[src/rtl/exc_entry_pkg.sv]
package exc_entry_pkg;

    localparam int XLEN   = 32;
    localparam int CODE_W = 4;

    // status word bit positions
    localparam int SR_SUPV  = 0;
    localparam int SR_TICKE = 1;
    localparam int SR_INTE  = 2;
    localparam int SR_DTRE  = 5;
    localparam int SR_ITRE  = 6;
    localparam int SR_DSLX  = 13;

    typedef struct packed {
        logic              vld;
        logic [CODE_W-1:0] code;
    } pend_t;

    typedef struct packed {
        pend_t             pend;
        logic              redir_vld;
        logic [XLEN-1:0]   redir_pc;
        logic [XLEN-1:0]   redir_sr;
        logic [XLEN-1:0]   epc;
        logic [XLEN-1:0]   esr;
        logic              flush;
        logic              dclr;
        logic              bad;
        logic [CODE_W-1:0] code;
    } state_t;

endpackage

[src/rtl/exc_irq_arb.sv]
module exc_irq_arb #(
    parameter int CODE_W     = 4,
    parameter int TICK_CODE  = 5,
    parameter int HWINT_CODE = 8
) (
    input  logic              hw_irq_i,
    input  logic              tick_irq_i,
    input  logic              int_en_i,
    input  logic              tick_en_i,
    output logic              take_o,
    output logic [CODE_W-1:0] code_o
);
    logic hw_ok;
    logic tick_ok;

    always_comb begin
        hw_ok   = hw_irq_i & int_en_i;
        tick_ok = tick_irq_i & tick_en_i;
        take_o  = hw_ok | tick_ok;
        // timer source has the higher rank
        code_o  = tick_ok ? CODE_W'(TICK_CODE) : CODE_W'(HWINT_CODE);
    end
endmodule

[src/rtl/exc_code_check.sv]
module exc_code_check #(
    parameter int CODE_W  = 4,
    parameter int NUM_EXC = 15
) (
    input  logic [CODE_W-1:0] code_i,
    output logic              legal_o
);
    localparam logic [CODE_W:0] LIMIT = (CODE_W+1)'(NUM_EXC);

    always_comb begin
        legal_o = (code_i != '0) && ({1'b0, code_i} < LIMIT);
    end
endmodule

[src/rtl/exc_frame_calc.sv]
module exc_frame_calc
    import exc_entry_pkg::*;
#(
    parameter int CODE_W    = 4,
    parameter int VEC_SHIFT = 8,
    parameter int PC_STEP   = 4
) (
    input  logic [XLEN-1:0]   pc_i,
    input  logic [XLEN-1:0]   sr_i,
    input  logic              dslot_i,
    input  logic              syscall_i,
    input  logic [CODE_W-1:0] code_i,
    output logic [XLEN-1:0]   epc_o,
    output logic [XLEN-1:0]   new_sr_o,
    output logic [XLEN-1:0]   vector_o
);
    localparam logic [XLEN-1:0] CLR_MASK =
        (XLEN'(1) << SR_TICKE) | (XLEN'(1) << SR_INTE) |
        (XLEN'(1) << SR_DTRE)  | (XLEN'(1) << SR_ITRE);
    localparam logic [XLEN-1:0] SUPV_BIT = XLEN'(1) << SR_SUPV;
    localparam logic [XLEN-1:0] DSLX_BIT = XLEN'(1) << SR_DSLX;
    localparam logic [XLEN-1:0] STEP     = XLEN'(PC_STEP);

    logic [XLEN-1:0] epc_ds;

    always_comb begin
        epc_ds   = dslot_i ? (pc_i - STEP) : pc_i;
        epc_o    = syscall_i ? (epc_ds + STEP) : epc_ds;
        new_sr_o = (sr_i & ~CLR_MASK) | SUPV_BIT;
        if (dslot_i) begin
            new_sr_o = new_sr_o | DSLX_BIT;
        end
        vector_o = XLEN'(code_i) << VEC_SHIFT;
    end
endmodule

[src/rtl/exc_entry_ctrl.sv]
module exc_entry_ctrl
    import exc_entry_pkg::*;
#(
    parameter int NUM_EXC      = 15,
    parameter int SYSCALL_CODE = 12,
    parameter int TICK_CODE    = 5,
    parameter int HWINT_CODE   = 8,
    parameter int VEC_SHIFT    = 8,
    parameter int PC_STEP      = 4
) (
    input  logic              clk_i,
    input  logic              rst_ni,
    input  logic [31:0]       cur_pc_i,
    input  logic [31:0]       cur_sr_i,
    input  logic              in_dslot_i,
    input  logic              exc_req_i,
    input  logic [3:0]        exc_code_i,
    input  logic              hw_irq_i,
    input  logic              tick_irq_i,
    input  logic              rfe_i,
    output logic              redir_vld_o,
    output logic [31:0]       redir_pc_o,
    output logic [31:0]       redir_sr_o,
    output logic [31:0]       epc_o,
    output logic [31:0]       esr_o,
    output logic              tlb_flush_o,
    output logic              dslot_clr_o,
    output logic              bad_code_o,
    output logic [3:0]        taken_code_o
);
    state_t st_d, st_q;

    logic              irq_take;
    logic [CODE_W-1:0] irq_code;
    logic              pend_legal;
    logic [CODE_W-1:0] sel_code;
    logic              sel_syscall;
    logic [XLEN-1:0]   f_epc;
    logic [XLEN-1:0]   f_sr;
    logic [XLEN-1:0]   f_vec;

    exc_irq_arb #(
        .CODE_W    (CODE_W),
        .TICK_CODE (TICK_CODE),
        .HWINT_CODE(HWINT_CODE)
    ) u_arb (
        .hw_irq_i  (hw_irq_i),
        .tick_irq_i(tick_irq_i),
        .int_en_i  (cur_sr_i[SR_INTE]),
        .tick_en_i (cur_sr_i[SR_TICKE]),
        .take_o    (irq_take),
        .code_o    (irq_code)
    );

    exc_code_check #(
        .CODE_W (CODE_W),
        .NUM_EXC(NUM_EXC)
    ) u_chk_code (
        .code_i (st_q.pend.code),
        .legal_o(pend_legal)
    );

    always_comb begin
        sel_code    = st_q.pend.vld ? st_q.pend.code : irq_code;
        sel_syscall = st_q.pend.vld && (st_q.pend.code == CODE_W'(SYSCALL_CODE));
    end

    exc_frame_calc #(
        .CODE_W   (CODE_W),
        .VEC_SHIFT(VEC_SHIFT),
        .PC_STEP  (PC_STEP)
    ) u_frame (
        .pc_i     (cur_pc_i),
        .sr_i     (cur_sr_i),
        .dslot_i  (in_dslot_i),
        .syscall_i(sel_syscall),
        .code_i   (sel_code),
        .epc_o    (f_epc),
        .new_sr_o (f_sr),
        .vector_o (f_vec)
    );

    always_comb begin
        logic enter;
        st_d           = st_q;
        st_d.redir_vld = 1'b0;
        st_d.flush     = 1'b0;
        st_d.dclr      = 1'b0;
        st_d.bad       = 1'b0;
        enter          = 1'b0;

        // a request is held for exactly one cycle, then consumed
        st_d.pend.vld  = exc_req_i;
        st_d.pend.code = exc_req_i ? exc_code_i : '0;

        if (st_q.pend.vld) begin
            if (pend_legal) begin
                enter = 1'b1;
            end else begin
                st_d.bad = 1'b1;
            end
        end else if (irq_take) begin
            enter = 1'b1;
        end else if (rfe_i) begin
            st_d.redir_vld = 1'b1;
            st_d.redir_pc  = st_q.epc;
            st_d.redir_sr  = st_q.esr;
        end

        if (enter) begin
            st_d.redir_vld = 1'b1;
            st_d.redir_pc  = f_vec;
            st_d.redir_sr  = f_sr;
            st_d.epc       = f_epc;
            st_d.esr       = cur_sr_i;
            st_d.flush     = 1'b1;
            st_d.dclr      = in_dslot_i;
            st_d.code      = sel_code;
        end
    end

    always_ff @(posedge clk_i or negedge rst_ni) begin
        if (!rst_ni) begin
            st_q <= '0;
        end else begin
            st_q <= st_d;
        end
    end

    assign redir_vld_o  = st_q.redir_vld;
    assign redir_pc_o   = st_q.redir_pc;
    assign redir_sr_o   = st_q.redir_sr;
    assign epc_o        = st_q.epc;
    assign esr_o        = st_q.esr;
    assign tlb_flush_o  = st_q.flush;
    assign dslot_clr_o  = st_q.dclr;
    assign bad_code_o   = st_q.bad;
    assign taken_code_o = st_q.code;
endmodule

[config.mk]
export PLATFORM = sky130hd
export DESIGN_NAME = exc_entry_ctrl
export DESIGN_NICKNAME = d
export VERILOG_FILES = /design/src/rtl/exc_entry_pkg.sv /design/src/rtl/exc_irq_arb.sv /design/src/rtl/exc_code_check.sv /design/src/rtl/exc_frame_calc.sv /design/src/rtl/exc_entry_ctrl.sv
export SDC_FILE = /design/constraint.sdc
export NUM_CORES = 1
export LEC_CHECK = 0
export CORE_AREA = 5 5 125 127
export DETAILED_ROUTE_END_ITERATION = 16
export DIE_AREA = 0 0 130 132
export DONT_BUFFER_PORTS = 1
export PLACE_DENSITY = 0.76
export SYNTH_ARGS = -nofsm -noshare
export SYNTH_HDL_FRONTEND = slang
export SYNTH_SLANG_ARGS = --single-unit
[constraint.sdc]
create_clock -name clk_i -period 2.7 [get_ports clk_i]
set_input_delay 0.27 -clock clk_i [delete_from_list [all_inputs] [get_ports clk_i]]
set_output_delay 0.27 -clock clk_i [all_outputs]
set_load 0.05 [all_outputs]
==> results of run 1 <==
[cells in the final DEF (no fill, tap or decap), types with 3 or more instances in the layout]
| cell type | instances |
|---|---|
| and2_1 | 9 |
| nand2_1 | 277 |
| nor3_2 | 3 |
| xor2_1 | 17 |
| or4_1 | 3 |
| o21ai_1 | 5 |
| inv_6 | 4 |
| clkbuf_16 | 17 |
| buf_4 | 62 |
| nor4_1 | 11 |
| or2_2 | 4 |
| nand3_1 | 28 |
| nor2_1 | 26 |
| a22oi_1 | 17 |
| o21ai_0 | 57 |
| a21oi_1 | 6 |
| nor4b_1 | 3 |
| or3_1 | 8 |
| a31oi_1 | 5 |
| nand4_1 | 8 |
| dlygate4sd3_1 | 41 |
| nor3_1 | 22 |
| xnor2_1 | 25 |
| mux2i_1 | 4 |
| dfrtp_1 | 141 |
| o21a_1 | 3 |
| inv_1 | 7 |
| buf_12 | 3 |
| nand2b_1 | 3 |
| nand3b_1 | 4 |
| clkinv_4 | 3 |
[final cells by class]
type | count | area [um2]
repair buffers | 106 | 936
multi-input cells | 612 | 3420
inverters | 10 | 40.0
well taps | 184 | 230
clock inverters | 14 | 158
flip-flops and latches | 141 | 3530
clock buffers | 18 | 439
fillers | 1203 | 5560
[state kept, by name, summed over array words and instances, names as in the netlist]
register / flops
tlb_flush_o: 1
taken_code_o: 4
st_q: 5
epc_o: 32
redir_sr_o: 32
esr_o: 32
dslot_clr_o: 1
redir_pc_o: 32
bad_code_o: 1
redir_vld_o: 1
[worst max-delay path by stage]
stage,from,to,slack (ps),depth (start not counted)
4_1_cts,st_q[136],epc_o[15],60,9
2_1_floorplan,cur_pc_i[2],epc_o[16],-320,14
3_3_place_gp,cur_pc_i[3],epc_o[16],-280,12
3_5_place_dp,cur_pc_i[3],epc_o[16],-350,12
6_report,st_q[136],epc_o[16],150,8
5_1_grt,st_q[136],epc_o[16],20,8
[metal layers]
| metal | wire, um | share of wire | track usage | up-vias |
|---|---|---|---|---|
| met3 | 1550 | 0.078 | 0.0628 | 31 |
| met2 | 9190 | 0.46 | 0.350 | 220 |
| met5 | 0 | 0 | 0 | - |
| met4 | 396 | 0.020 | 0.0779 | 0 |
| met1 | 8790 | 0.44 | 0.325 | 2918 |
| li1 | - | - | - | 2934 |
[what timing repair did]
item	4_1_cts	5_1_grt
buffers inserted	0	0
endpoints found under the hold margin	203	142
hold buffers	40	1
resized for setup	0	3
endpoints found under the setup margin	0	11
[per-stage QoR]
step                power (W)  area, um2  hold slack, ps
floorplan             0.00425       8230           -25.6
global placement      0.00408       7730           -20.3
detailed placement    0.00411       7730           -21.3
CTS                   0.00650       8730            -472
global route          0.00672       8760            -478
finish                0.00645       8760            -445
[logic make-up (layout without fill, tap and decap cells)]
group,count (synthesis),in the layout,synth area share
and+or+nand+nor,434,434,0.250
buffers and inverters,190,148,0.156
DFF,141,141,0.431
AOI/OAI and AO/OA,129,129,0.108
xor gates and xnor gates,42,42,0.0450
muxes,5,5,0.00673
adders and majority gates,2,2,0.00306
[power breakdown]
group	leakage, nW	internal (W)	switching (W)
Combinational	1.80	0.000283	0.000353
Clock	0.290	0.00140	0.000929
Sequential	1.75	0.00234	0.00114
Total	3.84	0.00403	0.00242
==> results by group, run 1 <==
Die
  – Initial Utilization: 0.571
  – Die area: 17,200 um2
  – Die Ht: 132 um
  – Die Wd: 130 um
  – # IOs: 211
  – Core ar.: 14,300 um2
  – Rows: 44

Synthesis
  – Cells after Synth: 943
  – Main synth FF type: dfrtp_1
  – Synth Net Count: 1,020
  – Synth top area cells: dfrtp_1 (43%), nand2_1 (13%), buf_4 (12%)
  – Post-synthesis instance area: 8180 um2
  – Yosys warns: 0
  – Post-synth top area cell: dfrtp_1
  – Synth cell types: 79
  – Yosys reg bits: 141
  – Top cell type's share of synthesized area: 0.431
  – Ys async rst share: 1.00
  – Seq/Total Area, Yosys: 0.431
  – Synth cell count leaders: nand2_1 (277), dfrtp_1 (141), buf_4 (132)
  – Syn Area/Cell: 8.67 um2
  – EDFF count, synth: 0
  – Top-count cell post-synth: nand2_1

CTS
  – CTS H-tree lvls: 4
  – CTS Sinks: 141
  – Num CTS Buffers: 17
  – Clock Tree Buf Depth: 2
  – CTS tree: built
  – Clock transition at path regs: 60 ps
  – Clk root buf: clkbuf_16
  – Clk_lat worst skew: 420 ps

STA
  – Final hold viol count: 141
  – Worst-Margin Slew: 627 ps
  – RSZ-0062 raised after global routing: no
  – Final setup margin: 149 ps
  – Setup Viol. Count Final: 0
  – Setup TNS Final: 0 ps
  – Worst hold margin: -445 ps
  – Fin crit period: 2550 ps
  – Fin crit share: 0.945
  – Clock Skews: 12.4 ps
  – Relative slew slack: 0.582
  – Final max-slew violation count: 0
  – Max Fclk: 392 MHz

Final layout
  – P&R area growth vs syn: 7.05%
  – Cell Count, Final, Fillers Out: 1,085
  – Nets: 965
  – Layout cell share with drive strength beyond 1: 0.153
  – Final Util: 0.612
  – ANT cells: 0

Place
  – HPWL Detailed: 14,300 um
  – Placed cell count: 1,012
  – Port buffer count: 0
  – RD Place Congestion: 0.948
  – Post-place setup slack: -347 ps

GRT
  – Total GRT Usage: 0.233
  – Gr ovfl total: 0
  – Antenna violations before repair: 0
  – Pin count of the biggest net entering global routing: 142
  – First-pass GRT wire length: 31,600 um
  – Vias in the first global route: 5,806

Setup path
  – Flop-to-flop setup slack: 150 ps
  – Critical path cell sequence: nand4bb_4, a2111oi_4, o2111ai_2, or4_4, mux2_4, o32ai_2, xnor2_1, o21ai_1
  – R2R Path Start: st_q[136]
  – CP peak stage delay: 490 ps
  – Worst R2R Path Depth: 8
  – Crit-path slowest cell: or4_4
  – Critical Path RT: 2990 ps
  – Crit path max fanout: 4
  – Crit start category: register
  – CP delay by family, top: compound AO/OA/AOI/OAI gates
  – Crit path kind: reg2reg
  – Crit end category: register
  – Worst reg2reg endpoint: epc_o[16]
  – Critical path arrival: 2840 ps
  – WP buf/inv: 0

Detailed routing
  – Vias post-DR: 6,103
  – Drt drc: 0
  – WL per Instance: 18.4 um
  – Via/cell ratio: 5.62
  – DRT iter0 DRCs: 419
  – DRT Pass-1 Iters: 5
  – Post-Route WL: 19,900 um
  – Post-detailed-route count of antenna-violating nets: 0

Outcome
  – Status: finished, violations left
  – Failing checks: negative hold slack

Power
  – Pleak: 3.84 nW
  – Max VDD drop: 456 uV
  – Power Density: 737 nW/um2

Hold path
  – Hold Crit Class: in2async

Flow run
  – Max-Cap Viols: 0
(Power assumes the default switching activity.)
==> inputs of run 2 (changes only) <==
--- a/config.mk
+++ b/config.mk
@@ -5,11 +5,10 @@
 export SDC_FILE = /design/constraint.sdc
 export NUM_CORES = 1
 export LEC_CHECK = 0
-export CORE_AREA = 5 5 125 127
+export CORE_AREA = 5 5 159 161
 export DETAILED_ROUTE_END_ITERATION = 16
-export DIE_AREA = 0 0 130 132
+export DIE_AREA = 0 0 164 166
 export DONT_BUFFER_PORTS = 1
-export PLACE_DENSITY = 0.76
 export SYNTH_ARGS = -nofsm -noshare
 export SYNTH_HDL_FRONTEND = slang
 export SYNTH_SLANG_ARGS = --single-unit
==> run 2 against run 1 <==
Net effect:
- the flow still finishes with violations (negative hold slack)
- global-route usage shrank 7.4 points
- setup slack better by 8.1 ps
- non-clock buffer count increased by 4
- die area up 59%
- register-to-register slack is essentially flat
- combinational power barely moved
==> results by group, run 2 (same netlist as run 1, synthesis figures left out) <==
CTS
  – Clock transition at path regs: 70 ps (about the same)
  – Num CTS Buffers: 17 (unchanged)
  – Post-CTS Setup Bufs: 0 (unchanged)
  – CTS tree: built
  – Clk_lat worst skew: 420 ps (about the same)
  – Hold buffer count at CTS: 41 (+2.5%)
  – CTS H-tree lvls: 4 (unchanged)
  – Clk root buf: clkbuf_16
  – CTS Sinks: 141 (unchanged)
  – Clock Tree Buf Depth: 2 (unchanged)

STA
  – Final setup margin: 157 ps (+8.14 ps)
  – Final hold viol count: 141 (unchanged)
  – Worst hold margin: -463 ps (-18.2 ps)
  – RSZ-0062 raised after global routing: yes
  – Fin crit period: 2540 ps (-8.14 ps)
  – Final max-slew violation count: 0 (unchanged)
  – Clock Skews: 10.4 ps (-2.06 ps)
  – Setup Viol. Count Final: 0 (unchanged)
  – Fin crit share: 0.942 (-0.00302)
  – Max Fclk: 393 MHz (+0.32%)
  – Worst-Margin Slew: 609 ps (-18.5 ps)
  – Relative slew slack: 0.594 (+0.0123)
  – Setup TNS Final: 0 ps (unchanged)

Setup path
  – Critical Path RT: 3040 ps (+50 ps)
  – Crit start category: register
  – Crit path max fanout: 6 (+2)
  – Crit path launch: st_q[137]
  – End of the critical path: epc_o[26]
  – Worst reg2reg endpoint: epc_o[26]
  – Flop-to-flop setup slack: 160 ps (about the same)
  – Critical path arrival: 2890 ps (+50 ps)
  – R2R Path Start: st_q[137]
  – Crit end category: register
  – Crit path kind: reg2reg
  – Worst R2R Path Depth: 9 (+1)

Final layout
  – ANT cells: 0 (unchanged)
  – Layout cell share with drive strength beyond 1: 0.157 (+0.00374)
  – P&R area growth vs syn: 9.68%
  – Nets: 969 (+0.41%)
  – Cell Count, Final, Fillers Out: 1,229 (+13%)
  – Most frequent cells in the layout: nand2_1 (277), dfrtp_1 (141), buf_4 (66), o21ai_0 (56), dlygate4sd3_1 (41)
  – Final Util: 0.377 (-0.235)
  – Fillers: 2,417 (+100%)
  – Commonest non-fill, non-tap cell in the layout: nand2_1

Outcome
  – Failing checks: negative hold slack
  – Status: finished, violations left

Die
  – Die Wd: 164 um (+26%)
  – Initial Utilization: 0.343 (-0.228)
  – Die area: 27,200 um2 (+59%)
  – Core ar.: 23,800 um2 (+66%)
  – Die Ht: 166 um (+26%)
  – Rows: 57 (+30%)
  – # IOs: 211 (unchanged)

GRT
  – Pin count of the biggest net entering global routing: 142 (unchanged)
  – Antenna violations before repair: 0 (unchanged)
  – First-pass GRT wire length: 34,200 um (+8.1%)
  – Gr ovfl total: 0 (unchanged)
  – Vias in the first global route: 5,761 (-0.78%)
  – Total GRT Usage: 0.158 (-0.0741)

Detailed routing
  – DRT Pass-1 Iters: 5 (unchanged)
  – Drt drc: 0 (unchanged)
  – Post-Route WL: 21,700 um (+9.0%)
  – Via/cell ratio: 4.90 (-13%)
  – DRT iter0 DRCs: 476 (+14%)
  – Post-detailed-route count of antenna-violating nets: 0 (unchanged)
  – WL per Instance: 17.7 um (-3.7%)
  – Vias post-DR: 6,021 (-1.3%)

Power
  – Power Density: 730 nW/um2 (-0.90%)
  – Pleak: 3.87 nW (+0.85%)
  – Max VDD drop: 318 uV (-30%)
  – Power, Total: 0.00655 W (+1.5%)

Place
  – HPWL Detailed: 15,900 um (+11%)
  – Port buffer count: 0 (unchanged)
  – RD Place Congestion: 0.874 (-7.8%)
  – Post-place setup slack: -358 ps (-11.3 ps)
  – Placed cell count: 1,156 (+14%)

Hold path
  – Hold Crit Class: in2async

Flow run
  – Max-Cap Viols: 0 (unchanged)
## run 2: cell count changes in the layout (fill, tap and decap cells not counted), moves of 2 or more
cell      before  now
nor3_1        22   24
buf_4         62   66
clkinv_4       3    1
nor3_2         3    1
## run 2: worst max-delay path, stage by stage, from the launching register on
cell       delay, ps
dfrtp_1          380
nand4bb_4        260
a2111oi_4        260
o2111ai_2        180
or4_4            490
nor3_4           360
nand2_1          130
buf_4            160
xor2_1           130
o21ai_1          120
## run 2: how the worst min path moves through the flow
stage | to | cells after the start | slack [ps]
4_1_cts | epc_o[6] | 0 | -480
2_1_floorplan | bad_code_o | 0 | -30
5_1_grt | redir_pc_o[17] | 0 | -490
3_5_place_dp | epc_o[6] | 0 | -20
6_report | epc_o[6] | 0 | -460
3_3_place_gp | epc_o[12] | 0 | -20
## run 2: metal layers
metal | wire [um] | track usage | part of all wire | up-vias
li1 | - | - | - | 2952
met2 | 10300 | 0.257 | 0.48 | 193
met3 | 1760 | 0.0496 | 0.081 | 29
met1 | 9130 | 0.201 | 0.42 | 2847
met5 | 0 | 0 | 0 | -
met4 | 514 | 0.0500 | 0.024 | 0
## run 2: area by class of cell
| type | instances | area, um2 | share of cell area |
|---|---|---|---|
| Clock buffer | 19 | 453 | 0.0505 |
| Timing Repair Buffer | 110 | 966 | 0.108 |
| Sequential cell | 141 | 3530 | 0.393 |
| Multi-Input combinational cell | 612 | 3430 | 0.382 |
| Inverter | 10 | 40.0 | 0.00446 |
| Clock inverter | 13 | 151 | 0.0169 |
| Tap cell | 324 | 405 | 0.0452 |
## run 2: per-stage QoR
step	cell area, um2	hold WS, ps
floorplan	8230	-25.6
global placement	7950	-22.9
detailed placement	7950	-23.1
CTS	8960	-485
global route	8970	-491
finish	8970	-463
## run 2: power breakdown
| group | internal [W] | switching [W] |
|---|---|---|
| clock network | 0.00143 | 0.000990 |
| registers | 0.00234 | 0.00114 |
| logic | 0.000285 | 0.000354 |
| total | 0.00406 | 0.00249 |
## run 2: what timing repair did
item                                    in CTS  in global routing
endpoints found under the setup margin       0                 10
hold endpoints to repair                   205                141
resized for setup                            0                  3
==> inputs of run 3 (changes only) <==
--- a/config.mk
+++ b/config.mk
@@ -5,10 +5,11 @@
 export SDC_FILE = /design/constraint.sdc
 export NUM_CORES = 1
 export LEC_CHECK = 0
-export CORE_AREA = 5 5 159 161
+export CORE_AREA = 2 2 163 165
 export DETAILED_ROUTE_END_ITERATION = 16
-export DIE_AREA = 0 0 164 166
+export DIE_AREA = 0 0 165 167
 export DONT_BUFFER_PORTS = 1
 export SYNTH_ARGS = -nofsm -noshare
 export SYNTH_HDL_FRONTEND = slang
+export SYNTH_HIERARCHICAL = 1
 export SYNTH_SLANG_ARGS = --single-unit
==> run 3 against run 2 <==
Net effect:
- sequential power is 11% higher
- via count is 1.0% lower
- cell count is 1.5% lower
- highest routed layer unchanged
- worst hold slack better by 22 ps
- register-to-register slack better by 50 ps
- count of clock-buffer cells in the layout is 1 lower
- critical path type unchanged
- sequential cell count stayed put
- sequential share of layout area is 0.33 points lower
- the flow still finishes with violations (negative hold slack)
- first-iteration DRC count is 12% lower
==> results by group, run 3 <==
Outcome
  – Status: finished, violations left
  – Failing checks: negative hold slack

Die
  – # IOs: 211 (unchanged)
  – Core ar.: 25,800 um2 (+8.2%)
  – Die Ht: 167 um (+0.60%)
  – Initial Utilization: 0.348 (+0.00436)
  – Rows: 59 (+3.5%)
  – Die area: 27,600 um2 (+1.2%)
  – Die Wd: 165 um (+0.61%)

GRT
  – Antenna violations before repair: 1 (+1)
  – Total GRT Usage: 0.154 (-0.00441)
  – First-pass GRT wire length: 33,100 um (-3.2%)
  – Gr ovfl total: 0 (unchanged)
  – Pin count of the biggest net entering global routing: 142 (unchanged)
  – Vias in the first global route: 5,835 (+1.3%)

Setup path
  – Critical path arrival: 2840 ps (-50 ps)
  – Critical path cell sequence: nand2_1, nor4b_4, buf_6, nand2b_1, mux2_2, nor4_4, buf_4, nand3_2, o41ai_2, xnor2_1, nand2_1, nand2_1
  – Crit path kind: reg2reg
  – Critical Path RT: 3050 ps (about the same)
  – Crit path max fanout: 8 (+2)
  – CP peak stage delay: 390 ps (-100 ps)
  – Crit start category: register
  – R2R Path Start: st_q[138]
  – WP buf/inv: 2 (+1)
  – CP dominant cell by count: nand2_1
  – CP delay by family, top: simple AND/OR/NAND/NOR gates
  – Crit end category: register
  – Worst R2R Path Depth: 12 (+3)
  – Flop-to-flop setup slack: 210 ps (+50 ps)
  – Crit-path slowest cell: dfrtp_1
  – Worst reg2reg endpoint: epc_o[22]

Power
  – Switching Share: 0.408 (+0.0280)
  – Clock Power Share: 0.323 (-0.047)
  – Max VDD drop: 380 uV (+19%)
  – Pleak: 4.27 nW (+10%)
  – Sw Pwr: 0.00281 W (+13%)
  – Power Density: 762 nW/um2 (+4.4%)
  – Comb pwr share: 0.116 (+0.018)
  – Sequential cell fraction of total power: 0.561 (+0.029)
  – Internal power: 0.00408 W (+0.49%)

Final layout
  – Nets: 938 (-3.2%)
  – P&R area growth vs syn: 0.978%
  – Cell Count, Final, Fillers Out: 1,210 (-1.5%)
  – Final Util: 0.351 (-0.0255)
  – Register Area: 3530 um2 (unchanged)
  – Footprint of the multi-input gates: 3770 um2 (+9.9%)
  – Fillers: 2,633 (+8.9%)
  – Layout cell share with drive strength beyond 1: 0.118 (-0.0391)
  – Commonest non-fill, non-tap cell in the layout: nand2_1
  – Most frequent cells in the layout: nand2_1 (213), dfrtp_1 (141), a22o_1 (65), a21o_1 (64), buf_4 (41)

Place
  – RD Place Congestion: 0.793 (-9.2%)
  – HPWL Detailed: 15,000 um (-5.5%)
  – Port buffer count: 0 (unchanged)
  – Placed cell count: 1,137 (-1.6%)

Synthesis
  – Top-count cell post-synth: nand2_1
  – EDFF count, synth: 0 (unchanged)
  – Yosys reg bits: 141 (unchanged)
  – Post-synth top area cell: dfrtp_1
  – Seq/Total Area, Yosys: 0.394 (-0.0375)
  – Yosys warns: 6 (+6)
  – Ys async rst share: 1.00 (unchanged)
  – Cells after Synth: 984 (+4.3%)
  – Post-synthesis instance area: 8960 um2 (+9.5%)
  – Top cell type's share of synthesized area: 0.394 (-0.0375)
  – Main synth FF type: dfrtp_1
  – Synth cell count leaders: nand2_1 (213), buf_4 (207), dfrtp_1 (141)
  – Synth cell types: 66 (-16%)
  – Syn Area/Cell: 9.10 um2 (+5.0%)
  – Synth top area cells: dfrtp_1 (39%), buf_4 (17%), nand2_1 (8.9%)

Detailed routing
  – Post-detailed-route count of antenna-violating nets: 0 (unchanged)
  – Via/cell ratio: 4.93 (+0.54%)
  – Post-Route WL: 21,400 um (-1.6%)
  – Vias post-DR: 5,960 (-1.0%)
  – Drt drc: 0 (unchanged)
  – DRT Pass-1 Iters: 4 (-1)
  – WL per Instance: 17.7 um (about the same)
  – DRT iter0 DRCs: 420 (-12%)

STA
  – Final max-slew violation count: 0 (unchanged)
  – Clock Skews: 12.3 ps (+1.98 ps)
  – Worst-Margin Slew: 760 ps (+152 ps)
  – Relative slew slack: 0.493 (-0.101)
  – Worst hold margin: -440 ps (+22.5 ps)
  – Final hold viol count: 141 (unchanged)
  – Max Fclk: 402 MHz (+2.2%)
  – Fin crit share: 0.922 (-0.0201)
  – RSZ-0062 raised after global routing: no
  – Setup Viol. Count Final: 0 (unchanged)
  – Fin crit period: 2490 ps (-54.2 ps)

CTS
  – Clk_lat worst skew: 420 ps (about the same)
  – Clock transition at path regs: 60 ps (about the same)
  – Hold buffer count at CTS: 40 (-2.4%)
  – CTS tree: built
  – CTS H-tree lvls: 4 (unchanged)
  – Num CTS Buffers: 17 (unchanged)
  – Clk root buf: clkbuf_16
  – Clock Tree Buf Depth: 2 (unchanged)
  – CTS Sinks: 141 (unchanged)
  – Post-CTS Setup Bufs: 0 (unchanged)

Flow run
  – Max-Cap Viols: 0 (unchanged)

Hold path
  – Hold Crit Class: in2async
## run 3: cell types whose count changed in the layout (fill, tap and decap cells not counted), sizes merged, moves of 5 or more
cell   change
nand3     -20
o21ai     -56
xnor2      +9
buf       -26
a21o      +62
nor3      -10
conb      +34
nand2     -64
a22oi     -17
a22o      +65
mux2       +5
## run 3: worst max-delay path by stage
stage                       from        end  cells after the start
floorplan           cur_pc_i[10]  epc_o[22]                     10
global placement     cur_pc_i[6]  epc_o[30]                      9
detailed placement   cur_pc_i[6]  epc_o[30]                      9
CTS                    st_q[138]  epc_o[22]                     12
global route           st_q[138]  epc_o[22]                     12
finish                 st_q[138]  epc_o[22]                     12
## run 3: power groups by stage
stage	registers [W]	clock network (W)	logic, W
after floorplan	0.00264	0	0.00232
after global placement	0.00392	0	0.000742
after detailed placement	0.00393	0	0.000758
after CTS	0.00388	0.00230	0.000812
after global routing	0.00392	0.00242	0.000900
final	0.00387	0.00223	0.000798
## run 3: area by class of cell
class / count / area share
multi-input combinational: 611 / 0.416
clock inverter: 14 / 0.0145
tap: 335 / 0.0463
sequential: 141 / 0.390
clock buffer: 18 / 0.0474
antenna: 1 / 0.000277
inverter: 7 / 0.00318
timing repair buffer: 83 / 0.0817
## run 3: kinds of logic (layout without fill, tap and decap cells)
group,count (synthesis),after routing,share of synthesized area
AO/OA/AOI/OAI,174,174,0.155
XOR/XNOR,50,50,0.0489
adder cells (fa/ha/maj),2,2,0.00279
buffers and inverters,263,122,0.203
flip-flops,141,141,0.394
multiplexers,9,9,0.0123
other,3,35,0.00126
AND/OR/NAND/NOR,342,342,0.183
## run 3: routing by layer
| metal | vias up | share of wire | GRT usage |
|---|---|---|---|
| li1 | 2876 | - | - |
| met1 | 2879 | 0.43 | 0.193 |
| met2 | 180 | 0.47 | 0.247 |
| met3 | 25 | 0.077 | 0.0516 |
| met4 | 0 | 0.020 | 0.0537 |
| met5 | - | 0 | 0 |
## run 3: stage by stage
stage / hold slack (ps) / area (um2) / setup TNS (ps) / setup slack, ps / power (W)
after CTS: -477 / 9030 / 0 / 63.4 / 0.00700
final: -440 / 9050 / 0 / 211 / 0.00689
after floorplan: -25.6 / 9080 / 0 / 12.9 / 0.00496
after global placement: -21.0 / 8070 / 0 / 6.67 / 0.00466
after detailed placement: -20.5 / 8070 / -90.0 / -40.3 / 0.00469
after global routing: -487 / 9040 / 0 / 28.6 / 0.00723
## run 3: worst reg2reg max path: stages (launching register included)
cell	delay, ps
dfrtp_1	390
nand2_1	120
nor4b_4	310
buf_6	190
nand2b_1	60
mux2_2	300
nor4_4	130
buf_4	190
nand3_2	120
o41ai_2	340
xnor2_1	160
nand2_1	60
nand2_1	70
## run 3: what timing repair did
action,CTS,global route
hold endpoints to repair,181,141
setup endpoints to repair,0,9
gates resized for setup,0,3
